[config.mk]
export PLATFORM = sky130hd
export DESIGN_NAME = dual_fmt_audio_rx
export DESIGN_NICKNAME = d
export VERILOG_FILES = /design/src/rtl/dfar_pkg.sv /design/src/rtl/dfar_sync.sv /design/src/rtl/dfar_shift.sv /design/src/rtl/dfar_framer.sv /design/src/rtl/dual_fmt_audio_rx.sv
export SDC_FILE = /design/constraint.sdc
export NUM_CORES = 1
export LEC_CHECK = 0
export BUFFER_PORTS_ARGS = -buffer_cell sky130_fd_sc_hd__buf_2
export CAP_MARGIN = 20
export CORE_MARGIN = 3
export CORE_UTILIZATION = 49
export CTS_BUF_LIST = sky130_fd_sc_hd__clkbuf_16
export CTS_CLUSTER_SIZE = 30
export DETAILED_ROUTE_END_ITERATION = 8
export GPL_TIMING_DRIVEN = 0
export PLACE_DENSITY_LB_ADDON = 0.05
export SYNTH_ARGS = -nofsm -noshare
export SYNTH_HDL_FRONTEND = slang
export SYNTH_HIERARCHICAL = 1
export SYNTH_SLANG_ARGS = --single-unit
[constraint.sdc]
create_clock -name clk_i -period 4.9 [get_ports clk_i]
set_input_delay 0 -clock clk_i [delete_from_list [all_inputs] [get_ports clk_i]]
set_output_delay 0 -clock clk_i [all_outputs]
set_load 0.02 [all_outputs]
[src/rtl/dfar_pkg.sv]
package dfar_pkg;
  localparam int unsigned SAMPLE_W = 16;
  typedef logic [SAMPLE_W-1:0] sample_t;
  typedef enum logic {FMT_RJ = 1'b0, FMT_I2S = 1'b1} fmt_e;
endpackage

[src/rtl/dfar_sync.sv]
module dfar_sync #(
  parameter int unsigned W      = 1,
  parameter int unsigned STAGES = 2
) (
  input  logic         clk_i,
  input  logic         rst_ni,
  input  logic [W-1:0] d_i,
  output logic [W-1:0] q_o
);
  logic [STAGES-1:0][W-1:0] st_q;

  always_ff @(posedge clk_i or negedge rst_ni) begin
    if (!rst_ni) st_q <= '0;
    else         st_q <= {st_q[STAGES-2:0], d_i};
  end

  assign q_o = st_q[STAGES-1];
endmodule

[src/rtl/dfar_shift.sv]
module dfar_shift #(
  parameter int unsigned W = 16
) (
  input  logic         clk_i,
  input  logic         rst_ni,
  input  logic         bit_en_i,
  input  logic         sd_i,
  input  logic         lr_i,
  output logic         change_o,
  output logic         lr_prev_o,
  output logic         slot_end_o,
  output logic [W-1:0] rj_word_o,
  output logic [W-1:0] i2s_word_o
);
  localparam int unsigned CNT_W = $clog2(W) + 1;
  localparam logic [CNT_W-1:0] CNT_MAX = {CNT_W{1'b1}};
  localparam logic [CNT_W-1:0] CNT_END = CNT_W'(W - 1);

  logic [W-1:0]     sr_q;
  logic             lr_q;
  logic [CNT_W-1:0] cnt_q;

  assign change_o   = bit_en_i && (lr_i != lr_q);
  // 16th rise after the frame edge: the I2S word's LSB (may be the next edge)
  assign slot_end_o = bit_en_i && (cnt_q == CNT_END);
  assign rj_word_o  = sr_q;
  assign i2s_word_o = {sr_q[W-2:0], sd_i};
  assign lr_prev_o  = lr_q;

  always_ff @(posedge clk_i or negedge rst_ni) begin
    if (!rst_ni) begin
      sr_q  <= '0;
      lr_q  <= 1'b0;
      cnt_q <= CNT_MAX;
    end else if (bit_en_i) begin
      sr_q <= {sr_q[W-2:0], sd_i};
      lr_q <= lr_i;
      if (change_o)              cnt_q <= '0;
      else if (cnt_q != CNT_MAX) cnt_q <= cnt_q + 1'b1;
    end
  end
endmodule

[src/rtl/dfar_framer.sv]
module dfar_framer
  import dfar_pkg::*;
#(
  parameter int unsigned W = SAMPLE_W
) (
  input  logic         clk_i,
  input  logic         rst_ni,
  input  logic         fmt_i,
  input  logic         change_i,
  input  logic         lr_now_i,
  input  logic         lr_prev_i,
  input  logic         slot_end_i,
  input  logic [W-1:0] rj_word_i,
  input  logic [W-1:0] i2s_word_i,
  output logic [W-1:0] left_o,
  output logic [W-1:0] right_o,
  output logic         valid_o,
  output logic         mode_o
);
  fmt_e         mode_q;
  logic         have_left_q, drop_q, valid_q;
  logic [W-1:0] left_hold_q, left_q, right_q;

  logic         left_lvl, boundary, do_switch, cap, is_left;
  logic [W-1:0] word;

  always_comb begin
    left_lvl  = (mode_q == FMT_I2S) ? 1'b0 : 1'b1;
    boundary  = change_i && (lr_now_i == left_lvl);
    do_switch = boundary && (fmt_e'(fmt_i) != mode_q);
    cap       = !do_switch && ((mode_q == FMT_I2S) ? slot_end_i : change_i);
    word      = (mode_q == FMT_I2S) ? i2s_word_i : rj_word_i;
    is_left   = (lr_prev_i == left_lvl);
  end

  always_ff @(posedge clk_i or negedge rst_ni) begin
    if (!rst_ni) begin
      mode_q      <= FMT_RJ;
      have_left_q <= 1'b0;
      drop_q      <= 1'b0;
      valid_q     <= 1'b0;
      left_hold_q <= '0;
      left_q      <= '0;
      right_q     <= '0;
    end else begin
      valid_q <= 1'b0;
      if (do_switch) begin
        mode_q      <= fmt_e'(fmt_i);
        have_left_q <= 1'b0;
        drop_q      <= 1'b1;
      end else if (cap) begin
        if (is_left) begin
          left_hold_q <= word;
          have_left_q <= 1'b1;
        end else begin
          have_left_q <= 1'b0;
          drop_q      <= 1'b0;
          if (have_left_q && !drop_q) begin
            left_q  <= left_hold_q;
            right_q <= word;
            valid_q <= 1'b1;
          end
        end
      end
    end
  end

  assign left_o  = left_q;
  assign right_o = right_q;
  assign valid_o = valid_q;
  assign mode_o  = mode_q;
endmodule

[src/rtl/dual_fmt_audio_rx.sv]
module dual_fmt_audio_rx
  import dfar_pkg::*;
#(
  parameter int unsigned W           = SAMPLE_W,
  parameter int unsigned SYNC_STAGES = 2
) (
  input  logic         clk_i,
  input  logic         rst_ni,
  input  logic         bclk_i,
  input  logic         lrclk_i,
  input  logic         sdata_i,
  input  logic         fmt_i2s_i,
  output logic [W-1:0] left_o,
  output logic [W-1:0] right_o,
  output logic         valid_o
);
  logic [3:0]   sync_w;
  logic         bclk_d_q, bit_en;
  logic         change_w, lr_prev_w, slot_end_w, mode_w;
  logic [W-1:0] rj_word_w, i2s_word_w;

  dfar_sync #(.W(4), .STAGES(SYNC_STAGES)) u_sync (
    .clk_i (clk_i),
    .rst_ni(rst_ni),
    .d_i   ({fmt_i2s_i, bclk_i, lrclk_i, sdata_i}),
    .q_o   (sync_w)
  );

  always_ff @(posedge clk_i or negedge rst_ni) begin
    if (!rst_ni) bclk_d_q <= 1'b0;
    else         bclk_d_q <= sync_w[2];
  end

  assign bit_en = sync_w[2] && !bclk_d_q;

  dfar_shift #(.W(W)) u_shift (
    .clk_i     (clk_i),
    .rst_ni    (rst_ni),
    .bit_en_i  (bit_en),
    .sd_i      (sync_w[0]),
    .lr_i      (sync_w[1]),
    .change_o  (change_w),
    .lr_prev_o (lr_prev_w),
    .slot_end_o(slot_end_w),
    .rj_word_o (rj_word_w),
    .i2s_word_o(i2s_word_w)
  );

  dfar_framer #(.W(W)) u_framer (
    .clk_i     (clk_i),
    .rst_ni    (rst_ni),
    .fmt_i     (sync_w[3]),
    .change_i  (change_w),
    .lr_now_i  (sync_w[1]),
    .lr_prev_i (lr_prev_w),
    .slot_end_i(slot_end_w),
    .rj_word_i (rj_word_w),
    .i2s_word_i(i2s_word_w),
    .left_o    (left_o),
    .right_o   (right_o),
    .valid_o   (valid_o),
    .mode_o    (mode_w)
  );
endmodule

# After elaboration in Yosys (flattened, before gate mapping)
# Cells that the tools add are included.
# op_classes
n_addsub	1
n_eq_ne	7
muxes	15
n_bitwise	2
reduce_logical	16
# op_table
op	n
$mux 16	1
$mux 1	12
$mux 5	2
$logic_and 1x1->1	7
$add 5x1->5 const B	1
$eq 5x4->1 const B	1
$ne 5x5->1 const B	1
$reduce_and 2->1	2
$reduce_and 4->1	1
$reduce_bool 2->1	2
$logic_not 1->1	3
$reduce_and 3->1	1
$eq 1x1->1	2
$ne 1x1->1	2
$ne 2x1->1 const B	1
$not 1->1	2
# totals
regBits	83
inputBits	6
wordCells	54

# Longest topological paths before layout
# logic_depth
word_depth	9
depth_mapped	10
depth_no_buf	8

# Hierarchy
# Netlist, hierarchy kept.
# modules_own_cells
module	instances	cells_each	area_per_inst_um2	seq_area_each_um2
dfar_framer	1	145	2323.5	1301.2
dfar_shift	1	82	1068.5	556.8
dfar_sync	1	12	230.2	200.2
dual_fmt_audio_rx	1	2	38.8	25.0

# Least setup slack after synthesis
# Ideal clock, no wire load.
# synth_path
kind	register -> register
startpoint	reg u_shift.cnt_q[0]
endpoint	reg u_framer.left_hold_q[10]
setup_ns	0.125
arrival_time_ns	2.270
path_slack_ns	2.505
path_stages_with_launch	10
n_path_buf	1
period_less_slack_ns	2.395
path_cell_list	dfstp_2 -> ha_1 -> and3_1 -> ha_1 -> and2_1 -> inv_1 -> nor2_1 -> a31oi_1 -> buf_2 -> mux2_2
# synth_between
elab_chain_len	5
# synth_rtl
element	line_no	source
start: declaration	dfar_shift.sv:21	logic [CNT_W-1:0] cnt_q;
start signal: assignment	dfar_shift.sv:39	else if (cnt_q != CNT_MAX) cnt_q <= cnt_q + 1'b1;
$eq 5x4->1	dfar_shift.sv:25	assign slot_end_o = bit_en_i && (cnt_q == CNT_END);
$logic_and 1x1->1	dfar_shift.sv:25	
net slot_end_w	dual_fmt_audio_rx.sv:19	logic change_w, lr_prev_w, slot_end_w, mode_w;
$mux 1	dfar_framer.sv:31	cap = !do_switch && ((mode_q == FMT_I2S) ? slot_end_i : change_i);
$logic_and 1x1->1	dfar_framer.sv:31	
$reduce_and 3->1 (no line)	--	
end signal: assignment	dfar_framer.sv:53	left_hold_q <= word;
end: declaration	dfar_framer.sv:22	logic [W-1:0] left_hold_q, left_q, right_q;
# The timed path passes the listed nets, and every way through them passes these cells.
# A chain may end at the register's enable or synchronous reset.

# Worst setup path after layout
# layout_path
startpoint	reg u_shift.cnt_q[0]
endpoint	reg u_framer.left_hold_q[6]
# The elaborated chain is that of the path after synthesis.

==> impl_metrics.toml <==
[worst_setup_path]
worstPathMaxFanout = 10
crit_buf_inv = 2
cp.required_ps = 5110
cpMaxStageDelayCell = "a31oi_1"
endpoint_kind = "flip-flop"
crit_family = "compound AO/OA/AOI/OAI gates"
max_stage_delay_ps = 790
critical_path_class = "reg -> reg"
crit_path_start_kind = "flip-flop"
cpMostUsedCell = "ha_1"
arrival_ps = 3180
crit_chain = "ha_1 -> and3_1 -> ha_1 -> and2_1 -> inv_1 -> nor2_1 -> a31oi_1 -> buf_2 -> mux2_2"

[power]
design_power_total_mw = 2.28
p_int_mw = 1.64
ir_worst_vdd_mv = 0.258
power.switching_uw = 636
p_per_area_nw_per_um2 = 525
swShare_pct = 27.9
leakagePower_nw = 2.15
clock_power_share_pct = 28.1
pwr-share-seq_pct = 44.7
power_frac_comb_pct = 27.2

[grt]
grt_start_max_net_pins = 45
grt_usage_pct = 15.7
grt-ovfl-total = 0
grt_pass1_wl_mm = 10.3
antenna_found_initial = 0
grt_pass1_vias = 2012

[synthesis]
synth_area_leader_cell = "dfrtp_1"
netlist_instances = 241
syn_area_sq_um = 3660
synth_nets = 250
synth_top_area_share_pct = 53.3
yosys_warnings = 6
synth_area_per_cell_sq_um = 15.2
synth_cell_type_count = 33
synth_area_leaders = "dfrtp_1 53%, mux2_2 16%, mux2_4 12%, buf_4 4.3%, dfstp_2 3.6%"
ys_seq_area_share_pct = 56.9
ys_ff_latch = 83

[hold_path]
hp-class = "in -> async"

[placed_design]
place_congestion = 0.694
dpl-instance-area_sq_um = 4000
post-dp-hpwl_mm = 3.88
pre_cts_slack_ps = 1890
port-buffer-count = 38

[outcome]
status = "completed"

[clock_tree]
cts_buffers = 9
clock_latency_ps = 330
cts-resized-gates = 0
clkSlewWorstSetupHoldPaths_ps = 60
clock_sinks = 83
cts_buffer_depth = 2
clock-root-buffer = "clkbuf_16"
tritoncts = "built"
cts-htree-levels = 3

[routing]
drtIter0Drc = 49
drt_pass1_iterations = 4
drc = 0
finalWirelength_mm = 5.89
antenna_left = 0
dr_total_vias = 1932
wl_per_cell_microns = 14.8
viasPerCell = 4.87

[layout]
drive_above_1_share_pct = 56.8
final_common_cell = "dfrtp_1"
most-common-layout-cells = "78 x dfrtp_1, 51 x mux2_2, 40 x buf_2"
stdcell_area_sq_um = 4340
synthToLayoutAreaGrowth_pct = 18.5
fin_nets = 305
nFillCells = 538
antenna_cells = 0

[floorplan]
core_sq_um = 7020
die_x_microns = 92.4
start_util_pct = 52.2
io_pins = 39
num_rows = 30
die_h_microns = 92.4
dieArea_sq_um = 8540

[timing]
worst_slack_ps = 1930
max_slew.worst_pin.slew_ps = 968
skew_ps = 5.22
rsz0062_at_grt = "false"
report.final.slew_viol_count = 0
relSlewSlack_pct = 35.2
fin_tns_setup_ps = 0
whs_ps = 207
setup_viol = 0
min_period_ps = 2970
final_hold_viol_count = 0
max_freq_mhz = 336
fin_crit_sh_pct = 60.7

[run]
maxCapViolations = 0
==> per-stage QoR <==
| stage | cells | utilization [%] |
|---|---|---|
| floorplan | 241 | - |
| global placement | 375 | 56.6 |
| detailed placement | 376 | 57.0 |
| CTS | 397 | 61.8 |
| global route | 397 | 61.8 |
| finish | 397 | 61.8 |
==> cell families after synthesis <==
kind of cell               Yosys count  synth area share (%)
and+or+nand+nor                     25                  4.48
xor gates and xnor gates             3                 0.718
AOI/OAI and AO/OA                   11                  1.95
muxes                               82                  28.2
buffers and inverters               34                  6.77
adders and majority gates            3                  1.03
DFF                                 83                  56.9
==> worst paths after layout <==
| check | slack, ps | depth (start not counted) | start | end |
|---|---|---|---|---|
| setup reg to reg | 1930 | 9 | u_shift/cnt_q[0] | u_framer/left_hold_q[6] |
| hold reg to reg | 350 | 0 | u_sync/st_q[0] | u_sync/q_o[0] |
| min in group clk_i | 310 | 2 | sdata_i | u_sync/st_q[0] |
| setup / recovery | 1930 | 9 | u_shift/cnt_q[0] | u_framer/left_hold_q[6] |
| max in group asynchronous | 4060 | 3 | rst_ni | u_shift/cnt_q[3] |
| hold / removal | 210 | 2 | rst_ni | bclk_d_q |
==> layout make-up <==
type	count	area, sq um	share of cell area [%]
clock inverter	7	60.1	1.38
inverter	3	11.3	0.260
tap	96	120	2.77
multi-input combinational	124	1330	30.7
sequential	83	2080	48.0
timing repair buffer	44	270	6.23
clock buffer	9	225	5.19
buffer	31	236	5.45
==> power by group through the flow <==
stage	registers [mW]	logic [mW]	clock network, mW
final	1.02	0.619	0.641
after global routing	1.05	0.677	0.687
after CTS	1.02	0.629	0.660
after detailed placement	1.03	0.620	0
after global placement	1.03	0.609	0
after floorplan	1.09	0.396	0
==> Yosys cell counts <==
cell type and count:
dfrtp_1 78, mux2_2 51, mux2_4 29, buf_4 21, nor2_1 10, buf_6 5, dfstp_2 5, a211oi_1 3
a21oi_1 3, and3_1 3, buf_2 3, ha_1 3, inv_1 3, a31oi_1 2, clkbuf_1 2, nand2_1 2
xor2_1 2, a21o_1 1, a31o_1 1, and2_1 1, and2_4 1, and4b_1 1, mux2_1 1, mux2i_1 1
nand2b_1 1, nand3b_1 1, nor2b_1 1, nor2b_4 1, nor3b_1 1, nor4_2 1, nor4_4 1, o21ai_0 1
xnor2_1 1
==> routing by layer <==
metal	vias to the layer above	global-route usage (%)	routed length [microns]
li1	931	-	-
met1	963	22.1	2970
met2	30	23.0	2610
met3	8	4.31	224
met4	0	6.31	81
met5	-	0	0
==> sequential cells by signal, indices dropped and copies added, names as in the netlist <==
register              count
u_framer/left_hold_q     16
u_framer/left_o          16
u_framer/right_o         16
u_shift/rj_word_o        16
u_shift/cnt_q             5
u_sync/q_o                4
u_sync/st_q               4
bclk_d_q                  1
u_framer/drop_q           1
u_framer/have_left_q      1
u_framer/mode_o           1
u_framer/valid_o          1
u_shift/lr_prev_o         1
==> worst register-to-register path: stages (launching register included) <==
cell and delay [ps]:
dfstp_2 380, ha_1 210, and3_1 210, ha_1 180, and2_1 160, inv_1 70
nor2_1 60, a31oi_1 790, buf_2 430, mux2_2 380
==> repair_timing <==
| item | 4_1_cts | 5_1_grt |
|---|---|---|
| setup buffers | 0 | 0 |
| hold buffers | 5 | 0 |
| hold endpoints to repair | 43 | 0 |
Note: power is estimated with default switching activity, not from simulation.
